## config.mk

```make
export PLATFORM = sky130hd
export DESIGN_NAME = cfg_sequencer
export DESIGN_NICKNAME = d
export VERILOG_FILES = /design/src/rtl/cfg_seq_pkg.sv /design/src/rtl/cfg_mode_decode.sv /design/src/rtl/cfg_pull_ctrl.sv /design/src/rtl/cfg_phase_fsm.sv /design/src/rtl/cfg_sequencer.sv
export SDC_FILE = /design/constraint.sdc
export NUM_CORES = 1
export LEC_CHECK = 0
export ABC_AREA = 1
export BUFFER_PORTS_ARGS = -buffer_cell sky130_fd_sc_hd__buf_4
export CORE_UTILIZATION = 47
export CTS_BUF_LIST = sky130_fd_sc_hd__clkbuf_16
export DETAILED_ROUTE_END_ITERATION = 12
export GPL_TIMING_DRIVEN = 0
export PLACE_DENSITY = 0.75
export SLEW_MARGIN = 10
export SYNTH_ARGS = -nofsm -noshare
export SYNTH_HDL_FRONTEND = slang
export SYNTH_SLANG_ARGS = --single-unit
```

## constraint.sdc

```tcl
create_clock -name clk -period 1.23 [get_ports clk]
set_input_delay 0.123 -clock clk [delete_from_list [all_inputs] [get_ports clk]]
set_output_delay 0.123 -clock clk [all_outputs]
set_load 0.03 [all_outputs]
```

## src/rtl/cfg_seq_pkg.sv

```systemverilog
package cfg_seq_pkg;
    localparam int MODE_W  = 3;
    localparam int OPT_W   = 2;
    localparam int PHASE_W = 3;
    localparam int DIR_W   = 2;

    typedef enum logic [PHASE_W-1:0] {
        PH_INIT    = 3'd0,
        PH_CLEAR   = 3'd1,
        PH_LOAD    = 3'd2,
        PH_SU_GTS  = 3'd3,
        PH_SU_DONE = 3'd4,
        PH_USER    = 3'd5
    } phase_e;

    localparam logic [DIR_W-1:0] DIR_NONE = 2'd0;
    localparam logic [DIR_W-1:0] DIR_IN   = 2'd1;
    localparam logic [DIR_W-1:0] DIR_OUT  = 2'd2;

    typedef struct packed {
        logic [DIR_W-1:0] clk_dir;
        logic             w8;
        logic             ser;
        logic             pull;
    } port_attr_t;
endpackage

```

## src/rtl/cfg_mode_decode.sv

```systemverilog
module cfg_mode_decode
    import cfg_seq_pkg::*;
(
    input  logic [MODE_W-1:0] mode_code,
    output port_attr_t        attr
);
    always_comb begin
        attr      = '0;
        attr.pull = ~mode_code[0];
        unique case (mode_code[MODE_W-1:1])
            2'b00: begin attr.clk_dir = DIR_OUT;  attr.w8 = 1'b0; attr.ser = 1'b1; end
            2'b01: begin attr.clk_dir = DIR_IN;   attr.w8 = 1'b1; attr.ser = 1'b0; end
            2'b10: begin attr.clk_dir = DIR_NONE; attr.w8 = 1'b0; attr.ser = 1'b0; end
            default: begin attr.clk_dir = DIR_IN; attr.w8 = 1'b0; attr.ser = 1'b1; end
        endcase
    end

    // the wide path only ever pairs with an input clock
    always_comb begin
        p_wide_needs_input_r3: assert (!attr.w8 || attr.clk_dir == DIR_IN)
            else $error("wide path without input clock");
    end
endmodule

```

## src/rtl/cfg_pull_ctrl.sv

```systemverilog
module cfg_pull_ctrl
    import cfg_seq_pkg::*;
(
    input  logic             clk,
    input  logic             rst_n,
    input  logic             hiz_d,
    input  logic             init_d,
    input  logic             mode_pull_d,
    input  logic [OPT_W-1:0] unused_opt,
    output logic             pullup_q,
    output logic             pulldown_q
);
    typedef struct packed {
        logic up;
        logic down;
    } pull_t;

    pull_t pull_d, pull_q;

    always_comb begin
        pull_d = '0;
        if (!hiz_d) begin
            pull_d.up   = (unused_opt == 2'b01);
            pull_d.down = (unused_opt == 2'b10);
        end else if (init_d && mode_pull_d) begin
            pull_d.up = 1'b1;
        end
    end

    always_ff @(posedge clk or negedge rst_n) begin
        if (!rst_n) pull_q <= '0;
        else        pull_q <= pull_d;
    end

    assign pullup_q   = pull_q.up;
    assign pulldown_q = pull_q.down;

    p_pull_exclusive_r9: assert property (@(posedge clk) disable iff (!rst_n)
        !(pull_q.up && pull_q.down));
endmodule

```

## src/rtl/cfg_phase_fsm.sv

```systemverilog
module cfg_phase_fsm
    import cfg_seq_pkg::*;
(
    input  logic       clk,
    input  logic       rst_n,
    input  logic       reprog_n,
    input  logic       clear_done,
    input  logic       load_done,
    input  port_attr_t decoded,
    output phase_e     phase_q,
    output logic       done_q,
    output logic       hiz_q,
    output logic       init_q,
    output port_attr_t attr_q,
    output logic       hiz_d,
    output logic       init_d,
    output logic       mode_pull_d
);
    typedef struct packed {
        phase_e     phase;
        logic       done;
        logic       hiz;
        logic       init;
        port_attr_t attr;
    } seq_t;

    seq_t nx_d, st_q;

    always_comb begin
        nx_d = st_q;
        if (!reprog_n) begin
            nx_d.phase = PH_INIT;
            nx_d.done  = 1'b0;
            nx_d.hiz   = 1'b1;
            nx_d.init  = 1'b0;
        end else begin
            unique case (st_q.phase)
                PH_INIT:  nx_d.phase = PH_CLEAR;
                PH_CLEAR: if (clear_done) begin
                    nx_d.phase = PH_LOAD;
                    nx_d.init  = 1'b1;
                    nx_d.attr  = decoded;
                end
                PH_LOAD: if (load_done) begin
                    nx_d.phase = PH_SU_GTS;
                    nx_d.hiz   = 1'b0;
                end
                PH_SU_GTS: begin
                    nx_d.phase = PH_SU_DONE;
                    nx_d.done  = 1'b1;
                end
                PH_SU_DONE: nx_d.phase = PH_USER;
                PH_USER:    nx_d.phase = PH_USER;
                default:    nx_d.phase = PH_INIT;
            endcase
        end
    end

    always_ff @(posedge clk or negedge rst_n) begin
        if (!rst_n) begin
            st_q       <= '0;
            st_q.phase <= PH_INIT;
            st_q.hiz   <= 1'b1;
        end else begin
            st_q <= nx_d;
        end
    end

    assign phase_q     = st_q.phase;
    assign done_q      = st_q.done;
    assign hiz_q       = st_q.hiz;
    assign init_q      = st_q.init;
    assign attr_q      = st_q.attr;
    assign hiz_d       = nx_d.hiz;
    assign init_d      = nx_d.init;
    assign mode_pull_d = nx_d.attr.pull;

    p_reprog_restart_r8: assert property (@(posedge clk) disable iff (!rst_n)
        !reprog_n |=> (st_q.phase == PH_INIT && !st_q.done && st_q.hiz && !st_q.init));
    p_done_late_r10: assert property (@(posedge clk) disable iff (!rst_n)
        st_q.done |-> (st_q.phase == PH_SU_DONE || st_q.phase == PH_USER));
    p_hiz_held_r6: assert property (@(posedge clk) disable iff (!rst_n)
        (st_q.phase == PH_INIT || st_q.phase == PH_CLEAR || st_q.phase == PH_LOAD) |-> st_q.hiz);
    p_clear_wait_r2: assert property (@(posedge clk) disable iff (!rst_n)
        (st_q.phase == PH_CLEAR && !clear_done && reprog_n) |=> st_q.phase == PH_CLEAR);
    p_startup_step_r7: assert property (@(posedge clk) disable iff (!rst_n)
        (st_q.phase == PH_SU_GTS && reprog_n) |=> (st_q.phase == PH_SU_DONE && st_q.done));
    p_attr_hold_r4: assert property (@(posedge clk) disable iff (!rst_n)
        !$rose(st_q.init) |-> $stable(st_q.attr));
endmodule

```

## src/rtl/cfg_sequencer.sv

```systemverilog
module cfg_sequencer
    import cfg_seq_pkg::*;
(
    input  logic                clk,
    input  logic                rst_n,
    input  logic                reprog_n,
    input  logic [MODE_W-1:0]   mode_pins,
    input  logic                clear_done,
    input  logic                load_done,
    input  logic [OPT_W-1:0]    unused_opt,
    output logic [PHASE_W-1:0]  phase,
    output logic                done,
    output logic                init_ready,
    output logic                io_hiz,
    output logic                pullup_en,
    output logic                pulldown_en,
    output logic [DIR_W-1:0]    cclk_dir,
    output logic                data_w8,
    output logic                serial_out_en
);
    port_attr_t decoded;
    port_attr_t attr_q;
    phase_e     phase_q;
    logic       hiz_d, init_d, mode_pull_d;

    cfg_mode_decode u_dec (
        .mode_code (mode_pins),
        .attr      (decoded)
    );

    cfg_phase_fsm u_fsm (
        .clk         (clk),
        .rst_n       (rst_n),
        .reprog_n    (reprog_n),
        .clear_done  (clear_done),
        .load_done   (load_done),
        .decoded     (decoded),
        .phase_q     (phase_q),
        .done_q      (done),
        .hiz_q       (io_hiz),
        .init_q      (init_ready),
        .attr_q      (attr_q),
        .hiz_d       (hiz_d),
        .init_d      (init_d),
        .mode_pull_d (mode_pull_d)
    );

    cfg_pull_ctrl u_pull (
        .clk         (clk),
        .rst_n       (rst_n),
        .hiz_d       (hiz_d),
        .init_d      (init_d),
        .mode_pull_d (mode_pull_d),
        .unused_opt  (unused_opt),
        .pullup_q    (pullup_en),
        .pulldown_q  (pulldown_en)
    );

    assign phase         = phase_q;
    assign cclk_dir      = attr_q.clk_dir;
    assign data_w8       = attr_q.w8;
    assign serial_out_en = attr_q.ser;

    p_pull_window_r5: assert property (@(posedge clk) disable iff (!rst_n)
        (io_hiz && !init_ready) |-> !(pullup_en || pulldown_en));
endmodule

```

## Word level (Yosys, flattened, before mapping)

Index checks and enable logic that the tools add are counted.

- Flip-flop bits (word level): 13
- Latch bits: 0
- Memory bits (writable): 0
- ROM bits: 0
- Bits of input ports: 10
- Output and inout port bits: 12
- Logic and storage cells: 43
- Memories kept: 0

- $add $sub $neg: 0
- $mul: 0
- Div/mod/pow operators: 0
- $lt $le $gt $ge: 0
- Equal/unequal tests: 12
- Shift-type cells: 0
- Mux-type cells: 14
- Bitwise logic cells: 1
- Reductions and logical operators: 6

Operators with widths:

| cell | number |
|---|---|
| $mux W6 | 3 |
| $pmux W3 S5 | 1 |
| $pmux W4 S3 | 1 |
| $mux W1 | 7 |
| $eq A3 B2 Y1 const B | 2 |
| $eq A3 B3 Y1 const B | 2 |
| $mux W3 | 2 |
| $ne A3 B3 Y1 const B | 2 |
| $eq A2 B1 Y1 const B | 2 |
| $eq A2 B2 Y1 const B | 2 |
| $eq A3 B1 Y1 const B | 1 |
| $logic_not A3 Y1 | 1 |
| $reduce_and A3 Y1 | 1 |
| $logic_not A2 Y1 | 1 |
| $ne A2 B1 Y1 const B | 1 |
| $reduce_and A2 Y1 | 1 |
| $reduce_or A2 Y1 | 1 |
| $logic_and A1 B1 Y1 | 1 |
| $not A1 Y1 | 1 |

## Depth between registers and ports, before layout

- Depth in word-level cells: 8
- Depth in mapped cells: 7
- Mapped depth without buffers: 7

## Cells and area by module

From an unflattened synthesis, not the netlist that was laid out.

- Cells, all modules: 80
- Area, all modules: 668.1 um^2

Modules (own cells, without submodules):

| module | instances | cells an instance | area an instance (um^2) | sequential area each (um^2) |
|---|---|---|---|---|
| cfg_phase_fsm | 1 | 62 | 518.0 | 276.5 |
| cfg_pull_ctrl | 1 | 8 | 86.3 | 50.0 |
| cfg_mode_decode | 1 | 10 | 63.8 | 0.0 |

## Worst setup path after synthesis

Ideal clock, no wire load.

- Path kind: flip-flop to flip-flop
- From: register, netlist name u_fsm.phase_q[1]
- To: register u_pull.pull_q, in the netlist u_pull.pullup_q
- Setup time: 117 ps
- Arrival time: 1113 ps
- Data required time: 1113 ps
- Path slack: 0 ps
- Cell stages (with the launch flop): 8
- Buffers on the path: 0
- Period minus slack after synthesis: 1230 ps
- Path through: dfrtp_1 -> inv_1 -> nor2_1 -> nand3_1 -> nand2_2 -> inv_2 -> nand3_2 -> nand2_1

RTL lines:

| item | line | text |
|---|---|---|
| end signal, assigned | cfg_pull_ctrl.sv:32 | `else pull_q <= pull_d;` |
| end, declared | cfg_pull_ctrl.sv:18 | `pull_t pull_d, pull_q;` |

==> impl_metrics.tcl <==
set metrics [dict create \
    rows 12 \
    routed_wirelength_um 1360 \
    synth.top_cells.by_area "dfrtp_1, nand2_1, ha_1" \
    via_count 555 \
    synth_top_cell_area_share_pct 46.5 \
    place.detailed.instances 109 \
    core_area_mm2 0.00119 \
    worstHoldPathType "input pin to flip-flop" \
    maxCapViolCount 0 \
    finalMaxSlewViolations 0 \
    tns_ns 0 \
    power-per-cell-area_mw_per_mm2 1980 \
    overflow 0 \
    deepest_clock_path_buffer_count 2 \
    critical-path-top-cell-by-count "nand2_1" \
    grt_antenna_before_repair 0 \
    finalCriticalPeriod_ns 1.14 \
    synth_seq_cells 13 \
    drc_errors 0 \
    initial_utilization_pct 54.4 \
    syn_avg_cell_area_um2 8.72 \
    synth_cells 74 \
    final_hold_viol_count 0 \
    detail_route.iter0.violations 27 \
    critical_path.slowest_cell "dfrtp_2" \
    synth_fp_nets 87 \
    path_buf_inv 1 \
    grt_pass1_wl_um 2220 \
    dieArea_mm2 0.00153 \
    cts.sinks 13 \
    critPathTopFamily "simple AND/OR/NAND/NOR gates" \
    critPathLaunchType "flip-flop" \
    seq_area_frac_synth_pct 50.6 \
    layout.cells.most_common_list "buf_4, nand2_1, inv_1" \
    setup_viol 0 \
    final.setup_skew_ns 0.00121 \
    pre_cts_ws_ns 0.0974 \
    pin_count 22 \
    timing.slew.headroom_pct 87.9 \
    critical_path_required_ns 1.41 \
    postLayoutSetupSlackWorst_ns 0.0937 \
    final_layout_size_suffix_gt1_share_pct 42.0 \
    total_track_usage_pct 22.7 \
    clkSlewWorstSetupHoldPaths_ns 0.04 \
    critical_path.max_stage_delay_ns 0.43 \
    vdd.ir_drop.worst_mv 1.63 \
    timing.final.crit_share_pct 92.4 \
    final_cells 114 \
    placement.io_buffers 21 \
    root_buffer "clkbuf_16" \
    chipHeight_um 39.1 \
    detail_route.vias_per_cell 4.87 \
    netlist_area_um2 646 \
    worstMarginPinSlew_ns 0.179 \
    crit_chain "inv_1 > nand2_1 > nor2_2 > nand3_1 > nand2_2 > nand3_2 > nand2_1" \
    dp.final_hpwl_um 924 \
    n_antenna_cell 0 \
    rsz_0062_raised_after_global_routing "no" \
    pin_count_of_the_biggest_net_entering_global_routing 14 \
    drt_pre_antenna_iters 4 \
    postPlaceCellArea_um2 821 \
    htree_num_levels 1 \
    via_count_of_the_first_global_routing_pass 542 \
    status "completed" \
    yosys_warnings 0 \
    fin_nets 114 \
    netlist-cell-type-count 18 \
    final_antenna_net_count 0 \
    critical_path.endpoint_type "flip-flop" \
    max_freq_mhz 880 \
    worst_skew_pair.late_latency_ns 0.24 \
    route.detailed.wl_per_inst_um 11.9 \
    timing.critical_path.fanout_max 5 \
    synth_largest_area_cell "dfrtp_1" \
    leakagePower_uw 0.000507 \
    final_util_pct 77.7 \
    cp.arrival_ns 1.31 \
    cts-buffers-inserted 3 \
    design_area_um2 922 \
    gp_congestion 0.781 \
    final_common_cell "buf_4" \
    areaGrowthSynthToFinish_pct 42.8 \
    die_x_um 39.1 \
    crit_type "flip-flop to flip-flop" \
    clock_tree_from_tritoncts "yes" \
]
[registers in the layout, indices dropped and copies added (netlist names)]
name               cells
u_fsm.hiz_q            1
u_pull.pullup_q        1
u_pull.pulldown_q      1
u_fsm.init_q           1
u_fsm.done_q           1
u_fsm.attr_q           5
u_fsm.phase_q          3
[final cells by class]
class	count	area, µm²
repair buffers	22	168
flip-flops and latches	13	329
inverters	13	48.8
plain buffers	2	15.0
fillers	71	264
well taps	14	17.5
clock inverters	1	3.75
multi-input cells	46	265
clock buffers	3	75.1
[cell usage after synthesis, drive strengths merged]
cell	n
nand3	7
nor2	6
dfrtp	12
buf	2
dfstp	1
nor3	2
o21ai	4
ha	3
a21oi	2
or2	1
inv	13
nand2	21
[where the power goes]
group	internal (µW)	switching (µW)
clock	427	162
sequential	538	71.0
combinational	244	380
total	1210	613
[kinds of logic after synthesis]
| kind of cell | after synthesis | synth area share [%] |
|---|---|---|
| and+or+nand+nor | 37 | 29.1 |
| adders and majority gates | 3 | 5.81 |
| AOI/OAI and AO/OA | 6 | 4.65 |
| DFF | 13 | 50.6 |
| buffers and inverters | 15 | 9.88 |
[stage by stage]
step | hold slack, ns | power [µW]
3_5_place_dp | -0.0267 | 1210
3_3_place_gp | -0.0279 | 1200
4_1_cts | 0.0441 | 1820
6_report | 0.0462 | 1820
5_1_grt | 0.0427 | 1930
2_1_floorplan | -0.173 | 996
[routing by layer]
metal  GRT usage [%]  wire, µm  vias up
met1            25.6       567      259
met2            38.8       733       15
met3            6.94        49        2
met4            10.3        11        0
met5               0         0        -
li1                -         -      279
[final timing paths]
check,from,to,slack [ns],cells past startpoint
worst min register to register,u_fsm.attr_q[3]$_DFFE_PN0P_,u_fsm.attr_q[3]$_DFFE_PN0P_,0.48,2
min in group asynchronous,rst_n,u_fsm.done_q$_DFFE_PN0P_,0.26,2
worst max-delay path,u_fsm.phase_q[2]$_DFFE_PN0P_,u_pull.pullup_q$_DFF_PN0_,0.09,7
max in group asynchronous,rst_n,u_fsm.hiz_q$_DFF_PN1_,0.74,2
worst max register to register,u_fsm.phase_q[2]$_DFFE_PN0P_,u_pull.pullup_q$_DFF_PN0_,0.09,7
worst min-delay path,unused_opt[0],u_pull.pulldown_q$_DFF_PN0_,0.05,2
[repair_timing]
item                                    in CTS  in global routing
endpoints found under the setup margin       0                  2
resized for setup                            0                  5
endpoints found under the hold margin       13                  0
buffers inserted                             0                  0
hold buffers                                 1                  0
Note: power is estimated with default switching activity, not from simulation.
